File: src/rtl/cap_timer_pkg.sv
package cap_timer_pkg;
  localparam int unsigned ADDR_W = 3;

  localparam logic [ADDR_W-1:0] A_CTRL   = 3'd0;
  localparam logic [ADDR_W-1:0] A_CNT_LO = 3'd1;
  localparam logic [ADDR_W-1:0] A_CNT_HI = 3'd2;
  localparam logic [ADDR_W-1:0] A_CMP_A  = 3'd3;
  localparam logic [ADDR_W-1:0] A_CMP_B  = 3'd4;
  localparam logic [ADDR_W-1:0] A_FLAGS  = 3'd5;

  localparam int unsigned FLAG_N    = 4;
  localparam int unsigned F_OVF     = 0;
  localparam int unsigned F_CAP     = 1;
  localparam int unsigned F_MATCH_A = 2;
  localparam int unsigned F_MATCH_B = 3;

  typedef struct packed {
    logic       nc_en;
    logic       rise;
    logic       cap16;
    logic       cap_en;
    logic       ctc;
    logic [2:0] clk_sel;
  } ctrl_t;
endpackage

File: src/rtl/cap_timer_edge.sv
module cap_timer_edge #(
  parameter int unsigned SYNC_STAGES = 2,
  parameter int unsigned NC_SAMPLES  = 4
) (
  input  logic clk,
  input  logic rst_n,
  input  logic pin,
  input  logic nc_en,
  input  logic rise_sel,
  output logic edge_hit
);
  logic [SYNC_STAGES-1:0] sync_q;
  logic [NC_SAMPLES-1:0]  hist_q;
  logic                   filt_q;
  logic                   filt_d_q;
  logic                   smp;

  assign smp = sync_q[SYNC_STAGES-1];

  always_ff @(posedge clk or negedge rst_n) begin
    if (!rst_n) begin
      sync_q   <= '0;
      hist_q   <= '0;
      filt_q   <= 1'b0;
      filt_d_q <= 1'b0;
    end else begin
      sync_q   <= {sync_q[SYNC_STAGES-2:0], pin};
      hist_q   <= {hist_q[NC_SAMPLES-2:0], smp};
      filt_d_q <= filt_q;
      if (!nc_en)          filt_q <= smp;
      else if (&hist_q)    filt_q <= 1'b1;
      else if (~|hist_q)   filt_q <= 1'b0;
    end
  end

  assign edge_hit = rise_sel ? (filt_q & ~filt_d_q) : (~filt_q & filt_d_q);
endmodule

File: src/rtl/cap_timer_count.sv
module cap_timer_count #(
  parameter int unsigned CW = 16
) (
  input  logic          clk,
  input  logic          rst_n,
  input  logic          run,
  input  logic          ctc,
  input  logic [CW-1:0] top,
  input  logic          load,
  input  logic [CW-1:0] load_val,
  output logic [CW-1:0] cnt,
  output logic          wrap
);
  always_ff @(posedge clk or negedge rst_n) begin
    if (!rst_n)                  cnt <= '0;
    else if (load)               cnt <= load_val;
    else if (run) begin
      if (ctc && cnt == top)     cnt <= '0;
      else                       cnt <= cnt + 1'b1;
    end
  end

  assign wrap = run && !load && (&cnt);
endmodule

File: src/rtl/cap_timer.sv
module cap_timer
  import cap_timer_pkg::*;
#(
  parameter int unsigned BYTE_W      = 8,
  parameter int unsigned SYNC_STAGES = 2,
  parameter int unsigned NC_SAMPLES  = 4
) (
  input  logic              clk,
  input  logic              rst_n,
  input  logic              tick,
  input  logic              cap_pin,
  input  logic [ADDR_W-1:0] bus_addr,
  input  logic              bus_wr,
  input  logic              bus_rd,
  input  logic [BYTE_W-1:0] bus_wdata,
  output logic [BYTE_W-1:0] bus_rdata,
  output logic              ovf_flag,
  output logic              cap_flag,
  output logic              match_a_flag,
  output logic              match_b_flag
);
  localparam int unsigned CW    = 2 * BYTE_W;
  localparam int unsigned N_CMP = 2;

  ctrl_t                        ctrl_q;
  logic [N_CMP-1:0][BYTE_W-1:0] cmp_q;
  logic [BYTE_W-1:0]            temp_q;
  logic [FLAG_N-1:0]            flags_q;
  logic [CW-1:0]                cnt_q;
  logic                         wrap;
  logic                         edge_hit;
  logic                         cap_evt;
  logic                         run;
  logic                         wr_lo;
  logic [N_CMP-1:0]             cmp_en;
  logic [N_CMP-1:0]             match_evt;
  logic [FLAG_N-1:0]            flag_set;
  logic [FLAG_N-1:0]            flag_clr;

  assign wr_lo   = bus_wr && bus_addr == A_CNT_LO;
  assign run     = (ctrl_q.clk_sel != 3'd0) && tick;
  assign cap_evt = edge_hit && ctrl_q.cap_en;

  cap_timer_edge #(.SYNC_STAGES(SYNC_STAGES), .NC_SAMPLES(NC_SAMPLES)) u_edge (
    .clk      (clk),
    .rst_n    (rst_n),
    .pin      (cap_pin),
    .nc_en    (ctrl_q.nc_en),
    .rise_sel (ctrl_q.rise),
    .edge_hit (edge_hit)
  );

  cap_timer_count #(.CW(CW)) u_count (
    .clk      (clk),
    .rst_n    (rst_n),
    .run      (run),
    .ctc      (ctrl_q.ctc),
    .top      ({{BYTE_W{1'b0}}, cmp_q[0]}),
    .load     (wr_lo),
    .load_val ({temp_q, bus_wdata}),
    .cnt      (cnt_q),
    .wrap     (wrap)
  );

  // compare A is suppressed by any capture mode; B only by wide capture
  assign cmp_en[0] = !ctrl_q.cap_en;
  assign cmp_en[1] = !(ctrl_q.cap_en && ctrl_q.cap16);

  for (genvar i = 0; i < N_CMP; i++) begin : g_cmp
    logic wr_this;
    logic cap_this;
    assign wr_this      = bus_wr && bus_addr == (i == 0 ? A_CMP_A : A_CMP_B);
    assign cap_this     = cap_evt && (i == 0 || ctrl_q.cap16);
    assign match_evt[i] = run && cmp_en[i] && cnt_q == {{BYTE_W{1'b0}}, cmp_q[i]};

    always_ff @(posedge clk or negedge rst_n) begin
      if (!rst_n)        cmp_q[i] <= '0;
      else if (cap_this) cmp_q[i] <= cnt_q[i*BYTE_W +: BYTE_W];
      else if (wr_this)  cmp_q[i] <= bus_wdata;
    end
  end

  always_ff @(posedge clk or negedge rst_n) begin
    if (!rst_n) begin
      ctrl_q <= '0;
      temp_q <= '0;
    end else begin
      if (bus_wr && bus_addr == A_CTRL) ctrl_q <= ctrl_t'(bus_wdata);
      if (bus_wr && bus_addr == A_CNT_HI)     temp_q <= bus_wdata;
      else if (bus_rd && bus_addr == A_CNT_LO) temp_q <= cnt_q[CW-1:BYTE_W];
    end
  end

  always_comb begin
    flag_set            = '0;
    flag_set[F_OVF]     = wrap;
    flag_set[F_CAP]     = cap_evt;
    flag_set[F_MATCH_A] = match_evt[0];
    flag_set[F_MATCH_B] = match_evt[1];
    flag_clr = (bus_wr && bus_addr == A_FLAGS) ? bus_wdata[FLAG_N-1:0] : '0;
  end

  always_ff @(posedge clk or negedge rst_n) begin
    if (!rst_n) flags_q <= '0;
    else        flags_q <= (flags_q & ~flag_clr) | flag_set;
  end

  always_comb begin
    case (bus_addr)
      A_CTRL:   bus_rdata = ctrl_q;
      A_CNT_LO: bus_rdata = cnt_q[BYTE_W-1:0];
      A_CNT_HI: bus_rdata = temp_q;
      A_CMP_A:  bus_rdata = cmp_q[0];
      A_CMP_B:  bus_rdata = cmp_q[1];
      A_FLAGS:  bus_rdata = {{(BYTE_W-FLAG_N){1'b0}}, flags_q};
      default:  bus_rdata = '0;
    endcase
  end

  assign ovf_flag     = flags_q[F_OVF];
  assign cap_flag     = flags_q[F_CAP];
  assign match_a_flag = flags_q[F_MATCH_A];
  assign match_b_flag = flags_q[F_MATCH_B];
endmodule

File: config.mk
export PLATFORM = sky130hd
export DESIGN_NAME = cap_timer
export DESIGN_NICKNAME = d
export VERILOG_FILES = /design/src/rtl/cap_timer_pkg.sv /design/src/rtl/cap_timer_edge.sv /design/src/rtl/cap_timer_count.sv /design/src/rtl/cap_timer.sv
export SDC_FILE = /design/constraint.sdc
export NUM_CORES = 1
export LEC_CHECK = 0
export BUFFER_PORTS_ARGS = -buffer_cell sky130_fd_sc_hd__buf_2
export CAP_MARGIN = 20
export CORE_ASPECT_RATIO = 1.4
export CORE_MARGIN = 2
export CORE_UTILIZATION = 60
export DETAILED_ROUTE_END_ITERATION = 12
export MAX_ROUTING_LAYER = met4
export PLACE_DENSITY = 0.8
export SYNTH_ARGS = -nofsm -noshare
export SYNTH_HDL_FRONTEND = slang
export SYNTH_SLANG_ARGS = --single-unit
File: constraint.sdc
create_clock -name clk -period 2.1 [get_ports clk]
set_clock_uncertainty 0.1 [all_clocks]
set_input_delay 0.315 -clock clk [delete_from_list [all_inputs] [get_ports clk]]
set_output_delay 0.315 -clock clk [all_outputs]
set_load 0.1 [all_outputs]
# After elaboration in Yosys (flattened, before gate mapping)
# Cells that the tools add are included.
# W data, S select, Z words.
[totals]
register_bits = 60
input_bits = 17
output_inout_bits = 12
wordCells = 76
[classes]
add_sub_neg = 1
eq_ne = 8
n_mux = 15
n_bitwise = 7
reduce_logical = 30
[op_table]
columns = ["cell", "n"]
rows = [
  ["$mux W16", 3],
  ["$mux W8", 6],
  ["$pmux W8 S6", 1],
  ["$eq A16 B8 Y1", 2],
  ["$logic_and A1 B1 Y1", 18],
  ["$add A16 B1 Y16 const B", 1],
  ["$reduce_and A16 Y1", 1],
  ["$reduce_bool A2 Y1", 4],
  ["$eq A3 B2 Y1 const B", 2],
  ["$eq A3 B3 Y1 const B", 2],
  ["$and A4 B4 Y4", 1],
  ["$mux W1", 4],
  ["$mux W4", 1],
  ["$not A4 Y4", 1],
  ["$or A4 B4 Y4", 1],
  ["$reduce_and A4 Y1", 1],
  ["$reduce_or A4 Y1", 1],
  ["$eq A3 B1 Y1 const B", 1],
  ["$logic_not A1 Y1", 3],
  ["$logic_not A3 Y1", 1],
  ["$ne A3 B2 Y1 const B", 1],
  ["$reduce_bool A3 Y1", 1],
  ["$and A1 B1 Y1", 2],
  ["$not A1 Y1", 2],
]

# Logic depth before layout (Yosys ltp)
# Gate-level depths: netlist of the first run.
[logic_depth]
ltp_word = 6
depth_mapped = 7
mapped_depth_nobuf = 5

# Cells and area by module
# A second synthesis of the first run with hierarchy kept.
[hier_totals]
cells_unflattened = 366
hier_area_um2 = 3684.8
[by_module_without_submodules]
columns = ["mod", "n_inst", "cells_each", "area_per_inst_um2", "seq_area_each_um2"]
rows = [
  ["cap_timer", 1, 210, 2254.7, 900.9],
  ["cap_timer_count", 1, 140, 1183.6, 400.4],
  ["cap_timer_edge", 1, 16, 246.5, 200.2],
]

# Least setup slack after synthesis of the first run
# No wires, ideal clock.
[synth_timing]
kind = "register -> output"
start = "register flags_q[1]"
end = "output bus_rdata[1]"
arrival_time_ns = 3.217
required_time_ns = 1.685
slack_ns = -1.532
stages_incl_launch_ff = 3
path_buffers = 0
path_cell_list = "dfrtp_1 -> a31oi_1 -> o21ai_0"
[synth_between]
elab_chain_cells = 1
[synth_rtl]
columns = ["item", "line_no", "text"]
rows = [
  ["start, declared", "cap_timer.sv:28", "logic [FLAG_N-1:0] flags_q;"],
  ["start signal, assigned", "cap_timer.sv:105", "else flags_q <= (flags_q & ~flag_clr) | flag_set;"],
  ["$pmux W8 S6", "cap_timer.sv:109", "case (bus_addr)"],
  ["end, declared", "cap_timer.sv:16", "output logic [BYTE_W-1:0] bus_rdata,"],
]
# Every way passes these cells.

# Final worst setup path of the first run
[layout_timing]
start = "register temp_q[3]"
end = "output bus_rdata[3]"
[layout_between]
elab_chain_cells = 1
[layout_rtl]
columns = ["item", "line_no", "text"]
rows = [
  ["start, declared", "cap_timer.sv:27", "logic [BYTE_W-1:0] temp_q;"],
  ["start signal, assigned", "cap_timer.sv:89", "if (bus_wr && bus_addr == A_CNT_HI) temp_q <= bus_wdata;"],
  ["start signal, assigned", "cap_timer.sv:90", "else if (bus_rd && bus_addr == A_CNT_LO) temp_q <= cnt_q[CW-1:BYTE_W];"],
  ["$pmux W8 S6", "cap_timer.sv:109", ""],
]
# Every way passes these cells.

==> flow_metrics.tcl, run 1 <==
set metrics [dict create \
    tritoncts "built" \
    final_util_pct 76.0 \
    die_x_microns 68.9 \
    synth_top_area_share_pct 42.5 \
    synthTopCellsByArea "dfrtp_1 (42%), mux2i_1 (7.9%), nand2_1 (6.6%), xor2_1 (5.5%), mux2_2 (5.1%)" \
    r2r_slack_ps 180 \
    grt_pass1_vias 2952 \
    grt_pass1_wl_mm 15.8 \
    synth_ff_type "dfrtp_1" \
    drt-pass1-iter-count 7 \
    syn_avg_cell_area_sq_um 9.84 \
    grtUsageTotal_pct 35.4 \
    syn_nets 377 \
    die_h_microns 94.8 \
    ir_drop_mv 0.783 \
    cts.reportedPaths.clkPinSlew_ps 70 \
    ys_types 49 \
    synth-edff-count 0 \
    crit_fanout 3 \
    drc 0 \
    period_share_pct 98.0 \
    min_path_type "primary input to flip-flop" \
    nFillCells 418 \
    arrival_ps 1640 \
    final_cell_mix "nand2_1 (62), dfrtp_1 (57), buf_4 (33), mux2i_1 (28), xor2_1 (22)" \
    drtAntennaViolNets 0 \
    timing.critical_path.buf_inv 1 \
    max_freq_mhz 486 \
    drive_above_1_share_pct 31.4 \
    reg2reg_from "u_edge.filt_q" \
    overflow 0 \
    grt_max_degree 35 \
    dp.final_hpwl_mm 7.42 \
    worstMarginPinSlew_ps 615 \
    start_util_pct 61.1 \
    critPathLaunch "temp_q[3]" \
    path_class "flip-flop to output pin" \
    required_ps 1680 \
    cts_root_buf "clkbuf_8" \
    vias 3087 \
    crit_slowest_cell "dfrtp_1" \
    design_area_sq_mm 0.00439 \
    dp_slack_ps -1.25 \
    synth_seq_cells 60 \
    nNetsFinal 427 \
    final-setup-viol-count 0 \
    regToRegEndpoint "cmp_q[3]" \
    syn_inst 359 \
    cp_slowest_stage_delay_ps 420 \
    rsz0062_at_grt "false" \
    placed_area_sq_mm 0.00411 \
    cts_buffers 9 \
    path_cells "mux2_2 -> a22oi_1 -> o22ai_4 -> buf_12" \
    finalWeightedCongestion 1.04 \
    relSlewSlack_pct 59.0 \
    cp-start-kind "flip-flop" \
    area_delta_synth_final_pct 24.3 \
    clock-sinks 60 \
    cp_top_family "flip-flops" \
    drt_iter0_markers 309 \
    wl_mm 10.2 \
    path_depth 4 \
    reg2reg_depth 5 \
    p_per_area_mw_per_mm2 1320 \
    crit_path_end "bus_rdata[3]" \
    design.core.area_sq_mm 0.00578 \
    dieArea_sq_mm 0.00653 \
    cp-end-kind "output pin" \
    hold_violations 0 \
    final.min_clock_period_ps 2060 \
    ys_seq_area_share_pct 42.5 \
    synthArstFlopShare_pct 100 \
    finalWorstSetupSlack_ps 41.9 \
    mappedNetlistArea_sq_mm 0.00353 \
    drv_slew 0 \
    clk_latency_ps 360 \
    final_common_cell "nand2_1" \
    htree_levels 3 \
    cap_viol_max_count 0 \
    rows 33 \
    post-synth-top-area-cell "dfrtp_1" \
    n_antenna_cell 0 \
    io_pins 29 \
    io_buffer_count 28 \
    outcome "completed" \
    via_per_inst 6.38 \
    clock_path_buffers 2 \
    routedWlPerCell_microns 21.1 \
    tns_ps 0 \
    antenna_found_initial 0 \
    p_leak_uw 0.00188 \
    ys_warn_count 0 \
]
## layout make-up
type,count,area (sq um),area share [%]
tap,70,87.6,1.99
timing repair buffer,65,568,12.9
sequential,60,1510,34.3
multi-input combinational,272,2000,45.6
inverter,1,3.75,0.0855
clock buffer,9,124,2.82
clock inverter,7,98.8,2.25
## worst min-delay path: cells and delay by family
| family | cells | cell delay, ps |
|---|---|---|
| and+or+nand+nor | 1 | 60 |
| AOI/OAI and AO/OA | 1 | 60 |
| buffers and inverters | 1 | 140 |
## sequential cells by signal, indices dropped and copies added, names as in the netlist
register         count
u_edge.filt_q        1
u_edge.hist_q        4
ctrl_q               8
flags_q              4
temp_q               8
u_count.cnt         16
u_edge.filt_d_q      1
cmp_q               16
u_edge.sync_q        2
## report_power, final
group,switching [uW],internal (uW)
combinational,1510,1110
sequential,444,1550
clock,500,673
total,2460,3340
## worst min-delay path by stage
stage                           from                to  slack, ps  cells after the start
floorplan                      rst_n          cmp_q[0]        -80                      0
global placement               rst_n         ctrl_q[2]        250                      1
detailed placement  u_edge.sync_q[0]  u_edge.sync_q[1]        240                      0
CTS                     bus_wdata[7]         temp_q[7]        150                      3
global route            bus_wdata[7]         temp_q[7]        160                      3
finish                  bus_wdata[7]         temp_q[7]        150                      3
## per-layer routing
| layer | vias to the layer above | routed length (microns) | track usage [%] |
|---|---|---|---|
| li1 | 1388 | - | - |
| met1 | 1501 | 3810 | 44.1 |
| met2 | 161 | 5010 | 54.1 |
| met3 | 37 | 915 | 7.63 |
| met4 | 0 | 465 | 17.0 |
| met5 | - | 0 | - |
## logic make-up after synthesis
logic type / after synthesis / share of synthesized area, %
buf+inv: 27 / 4.99
xor+xnor: 30 / 7.44
simple gates: 124 / 17.1
mux: 44 / 13.0
flops: 60 / 42.5
fa+ha+maj: 1 / 0.354
compound gates: 73 / 14.6
## timing repair
item                                    CTS  global route
endpoints found under the setup margin    3             5
hold endpoints to repair                 27             0
setup buffers                             0             1
gates resized for setup                   3             5
hold buffers                              2             0
gates cloned                              0             0
## per-stage QoR
stage          hold WS [ps]  total power (uW)  cells
2_1_floorplan         -80.6              3700    359
3_3_place_gp            245              4450    465
3_5_place_dp            243              4540    465
4_1_cts                 145              5740    483
5_1_grt                 160              6060    484
6_report                155              5800    484
## cell usage after synthesis (5+ instances only)
master	n
buf_2	9
dfrtp_1	60
nor2_1	17
a22oi_1	8
mux2_2	16
mux2i_1	28
clkbuf_1	6
nand2_1	62
o21ai_0	20
nor2b_1	5
buf_6	6
xor2_1	22
o221ai_1	10
nand3_1	10
and3_1	6
a21oi_1	15
xnor2_1	8
No activity file was read; power rests on OpenSTA's default activity.
==> run 2, diff against run 1 <==
Settings changed: CORE_ASPECT_RATIO 1.4 to unset, PLACE_DENSITY 0.8 to 0.79.
==> flow_metrics.tcl, run 2 (synthesized netlist as in run 1, its figures left out) <==
set metrics [dict create \
    outcome "completed" \
    final.min_clock_period_ps 2070 \
    ir_drop_mv 0.789 \
    die_x_microns 80.7 \
    tritoncts "built" \
    cap_viol_max_count 0 \
    worstMarginPinSlew_ps 702 \
    area_delta_synth_final_pct 23.4 \
    final_common_cell "nand2_1" \
    finalWeightedCongestion 1.05 \
    required_ps 1680 \
    grt_pass1_vias 3142 \
    grt_pass1_wl_mm 16.9 \
    min_path_type "primary input to flip-flop" \
    drtAntennaViolNets 0 \
    dp_slack_ps 44.0 \
    cp-start-kind "flip-flop" \
    rsz0062_at_grt "false" \
    drt-pass1-iter-count 4 \
    cts.reportedPaths.clkPinSlew_ps 80 \
    drv_slew 0 \
    final-setup-viol-count 0 \
    path_class "flip-flop to output pin" \
    rows 27 \
    nNetsFinal 429 \
    clk_latency_ps 350 \
    arrival_ps 1650 \
    grt_max_degree 32 \
    htree_levels 3 \
    via_per_inst 6.49 \
    crit_fanout 3 \
    dp.final_hpwl_mm 7.77 \
    start_util_pct 63.0 \
    wl_mm 10.6 \
    period_share_pct 98.5 \
    routedWlPerCell_microns 21.6 \
    grtUsageTotal_pct 36.6 \
    p_per_area_mw_per_mm2 1300 \
    drc 0 \
    relSlewSlack_pct 53.1 \
    hold_violations 0 \
    max_freq_mhz 483 \
    cp-end-kind "output pin" \
    reg_top3 "cmp_q x16, u_count.cnt x16" \
    finalWorstSetupSlack_ps 31.2 \
    drive_above_1_share_pct 31.0 \
    antenna_found_initial 0 \
    p_leak_uw 0.00188 \
    design.core.area_sq_mm 0.00561 \
    cts_buffers 9 \
    die_h_microns 80.7 \
    n_antenna_cell 0 \
    clock-sinks 60 \
    vias 3167 \
    dieArea_sq_mm 0.00652 \
    cts_root_buf "clkbuf_8" \
    tns_ps 0 \
    clock_path_buffers 2 \
    final_cell_mix "nand2_1 (62), dfrtp_1 (58), buf_4 (36), mux2i_1 (28), xor2_1 (22)" \
    io_pins 29 \
    whs_ps 157 \
    io_buffer_count 28 \
    drt_iter0_markers 311 \
    overflow 0 \
]
## run 2: cell count changes in the layout (fill, tap and decap cells not counted), sizes merged
cell / before / now
buf: 63 / 65
bufinv: 2 / 1
inv: 2 / 3
## run 2: layer usage
metal  global-route usage, %  wire length, microns  up-vias
met5                       -                     0        -
met4                    16.4                   504        0
met3                    8.33                   903       53
met2                    56.2                  5000      182
met1                    46.7                  4150     1535
li1                        -                     -     1397
## run 2: final timing paths
kind | start | endpoint | slack, ps | cells after the start
max | cmp_q[2] | bus_rdata[2] | 30 | 3
max in group asynchronous | rst_n | u_count.cnt[6] | 880 | 3
min in group asynchronous | rst_n | cmp_q[2] | 410 | 2
max reg2reg | u_count.cnt[10] | u_count.cnt[2] | 110 | 5
min | bus_wdata[6] | temp_q[6] | 160 | 3
min reg2reg | u_edge.sync_q[0] | u_edge.sync_q[1] | 260 | 0
## run 2: area by class of cell
class	count	area [sq um]
fillers	397	1250
well taps	72	90.1
multi-input cells	272	2000
repair buffers	67	571
clock buffers	9	124
clock inverters	7	73.8
flip-flops and latches	60	1500
inverters	1	3.75
## run 2: through the flow
stage	instances	total power [uW]	util (%)	instance area, sq um
finish	488	5690	77.8	4360
detailed placement	466	4550	72.9	4090
global route	488	5990	77.8	4360
CTS	484	5620	76.9	4310
floorplan	359	3700	-	3650
global placement	466	4480	72.9	4090
## run 2: report_power, final
part           leakage [uW]  switching (uW)  internal (uW)
Combinational       0.00103            1540           1090
Clock              0.000100             511            553
Sequential         0.000740             447           1550
Total               0.00188            2490           3190
## run 2: worst max-delay path, stage by stage (launching register included)
cell and delay, ps:
dfrtp_1 440, a221oi_1 470, o32ai_4 180, buf_12 200
## run 2: what timing repair did
item,4_1_cts,5_1_grt
setup buffers,0,4
hold buffers,2,0
cloned,0,0
hold endpoints to repair,21,0
endpoints found under the setup margin,1,21
pin swaps,0,1
gates resized for setup,1,5
==> run 3, diff against run 2 <==
--- a/config.mk
+++ b/config.mk
@@ -7,2 +7,3 @@
 export LEC_CHECK = 0
+export ABC_AREA = 0
 export BUFFER_PORTS_ARGS = -buffer_cell sky130_fd_sc_hd__buf_2
@@ -12,3 +13,2 @@
 export DETAILED_ROUTE_END_ITERATION = 12
-export MAX_ROUTING_LAYER = met4
 export PLACE_DENSITY = 0.79
==> constraint.sdc (replaced) <==
create_clock -name clk -period 2.1 [get_ports clk]
set_clock_uncertainty 0.1 [all_clocks]
set_input_delay 0.42 -clock clk [delete_from_list [all_inputs] [get_ports clk]]
set_output_delay 0.42 -clock clk [all_outputs]
set_load 0.1 [all_outputs]
==> flow_metrics.tcl, run 3 (synthesized netlist as in run 1, its figures left out) <==
set metrics [dict create \
    die_x_microns 80.7 \
    rows 27 \
    antenna_found_initial 0 \
    intPower_uw 3440 \
    final_cell_mix "nand2_1 (61), dfrtp_1 (56), buf_4 (47), mux2i_1 (27), xor2_1 (22)" \
    drt_iter0_markers 409 \
    dp.final_hpwl_mm 7.26 \
    clock-sinks 60 \
    whs_ps 75.3 \
    rsz0062_at_grt "true" \
    routedWlPerCell_microns 21.0 \
    worstMarginPinSlew_ps 722 \
    power_uw 5900 \
    cap_viol_max_count 0 \
    cp-end-kind "output pin" \
    cts_buffers 9 \
    drv_slew 0 \
    min_path_type "primary input to flip-flop" \
    period_share_pct 99.9 \
    grt_pass1_wl_mm 16.7 \
    drtAntennaViolNets 0 \
    design_area_sq_mm 0.00452 \
    finalWeightedCongestion 0.977 \
    reg2reg_from "u_count.cnt[2]" \
    r2r_slack_ps 50 \
    dieArea_sq_mm 0.00652 \
    grtUsageTotal_pct 35.0 \
    io_pins 29 \
    hold_violations 0 \
    via_per_inst 6.46 \
    power.switching_uw 2450 \
    hold_end "u_edge.sync_q[0]" \
    io_buffer_count 28 \
    n_antenna_cell 0 \
    die_h_microns 80.7 \
    grt_pass1_vias 3222 \
    p_per_area_mw_per_mm2 1310 \
    p_leak_uw 0.00195 \
    design.core.area_sq_mm 0.00561 \
    relSlewSlack_pct 51.7 \
    placed_area_sq_mm 0.00418 \
    reg_top3 "cmp_q x16, u_count.cnt x16" \
    path_class "primary input to output pin" \
    p_comb_share_pct 45.7 \
    cts_root_buf "clkbuf_8" \
    drc 0 \
    regToRegEndpoint "u_count.cnt[2]" \
    cts.reportedPaths.clkPinSlew_ps 70 \
    clock_path_buffers 2 \
    seqPwrFrac_pct 33.8 \
    ir_drop_mv 0.915 \
    final-setup-viol-count 0 \
    nNetsFinal 440 \
    area_delta_synth_final_pct 27.8 \
    final.min_clock_period_ps 2100 \
    clk_latency_ps 350 \
    grt_max_degree 61 \
    arrival_ps 1580 \
    clkPwrFrac_pct 20.5 \
    htree_levels 3 \
    drt-pass1-iter-count 5 \
    reg2reg_depth 7 \
    start_util_pct 63.0 \
    holdCritStartpoint "cap_pin" \
    wl_mm 10.5 \
    required_ps 1580 \
    tritoncts "built" \
    outcome "completed" \
    sw_frac_of_total_pct 41.6 \
    final_common_cell "nand2_1" \
    max_freq_mhz 477 \
    cp-start-kind "primary input" \
    overflow 0 \
    hold_depth 1 \
    drive_above_1_share_pct 35.4 \
    crit_fanout 7 \
    vias 3222 \
]
==> run 3: changes by cell type in the layout (fill, tap and decap cells not counted), sizes merged <==
cell         before  now
dlygate4sd3       2    1
clkinv            3    1
clkbuf            9   11
bufinv            1    2
buf              65   77
inv               3    1
clkinvlp          1    2
==> run 3: through the flow <==
stage	utilization, %	TNS [ps]	instances	worst slack (ps)
after floorplan	-	-123	359	-123
after global placement	74.5	-98.1	477	-27.1
after detailed placement	74.5	-246	477	-70.1
after CTS	79.5	0	494	0.208
after global routing	80.5	-161	499	-42.9
final	80.5	0	499	2.55
==> run 3: critical path, cell delays in order <==
cell      delay (ps)
buf_2            160
nor2b_2          210
a221oi_1         430
o32ai_4          170
buf_12           200
==> run 3: area by class of cell <==
cell class	count	area, sq um
flip-flops and latches	60	1510
fillers	329	1090
inverters	1	3.75
repair buffers	78	654
multi-input cells	272	2030
well taps	72	90.1
clock inverters	5	83.8
clock buffers	11	151
==> run 3: power by group through the flow <==
stage	registers (uW)	clock network, uW	logic (uW)
after floorplan	1980	0	1730
after global placement	1960	0	2490
after detailed placement	1970	0	2570
after CTS	1970	1220	2620
after global routing	2020	1280	2880
final	1990	1210	2700
==> run 3: layer usage <==
metal	vias to the layer above	wire length (microns)	GRT usage [%]
li1	1418	-	-
met1	1543	4180	46.8
met2	210	4860	55.8
met3	51	891	5.33
met4	0	525	17.8
met5	-	0	0
==> run 3: repair_timing <==
item,CTS,global route
buffers inserted,0,5
pin swaps,2,2
endpoints found under the setup margin,7,16
gates resized for setup,7,6
hold buffers,1,0
hold endpoints to repair,41,0
==> run 3: how the worst max path moves through the flow <==
stage	start	end	slack (ps)	cells after the start
finish	bus_addr[1]	bus_rdata[2]	3	5
global route	temp_q[4]	bus_rdata[4]	-40	4
floorplan	bus_addr[0]	bus_rdata[2]	-120	4
global placement	bus_addr[0]	bus_rdata[6]	-30	6
CTS	u_edge.filt_q	cmp_q[10]	0.2	5
detailed placement	bus_addr[0]	bus_rdata[4]	-70	6
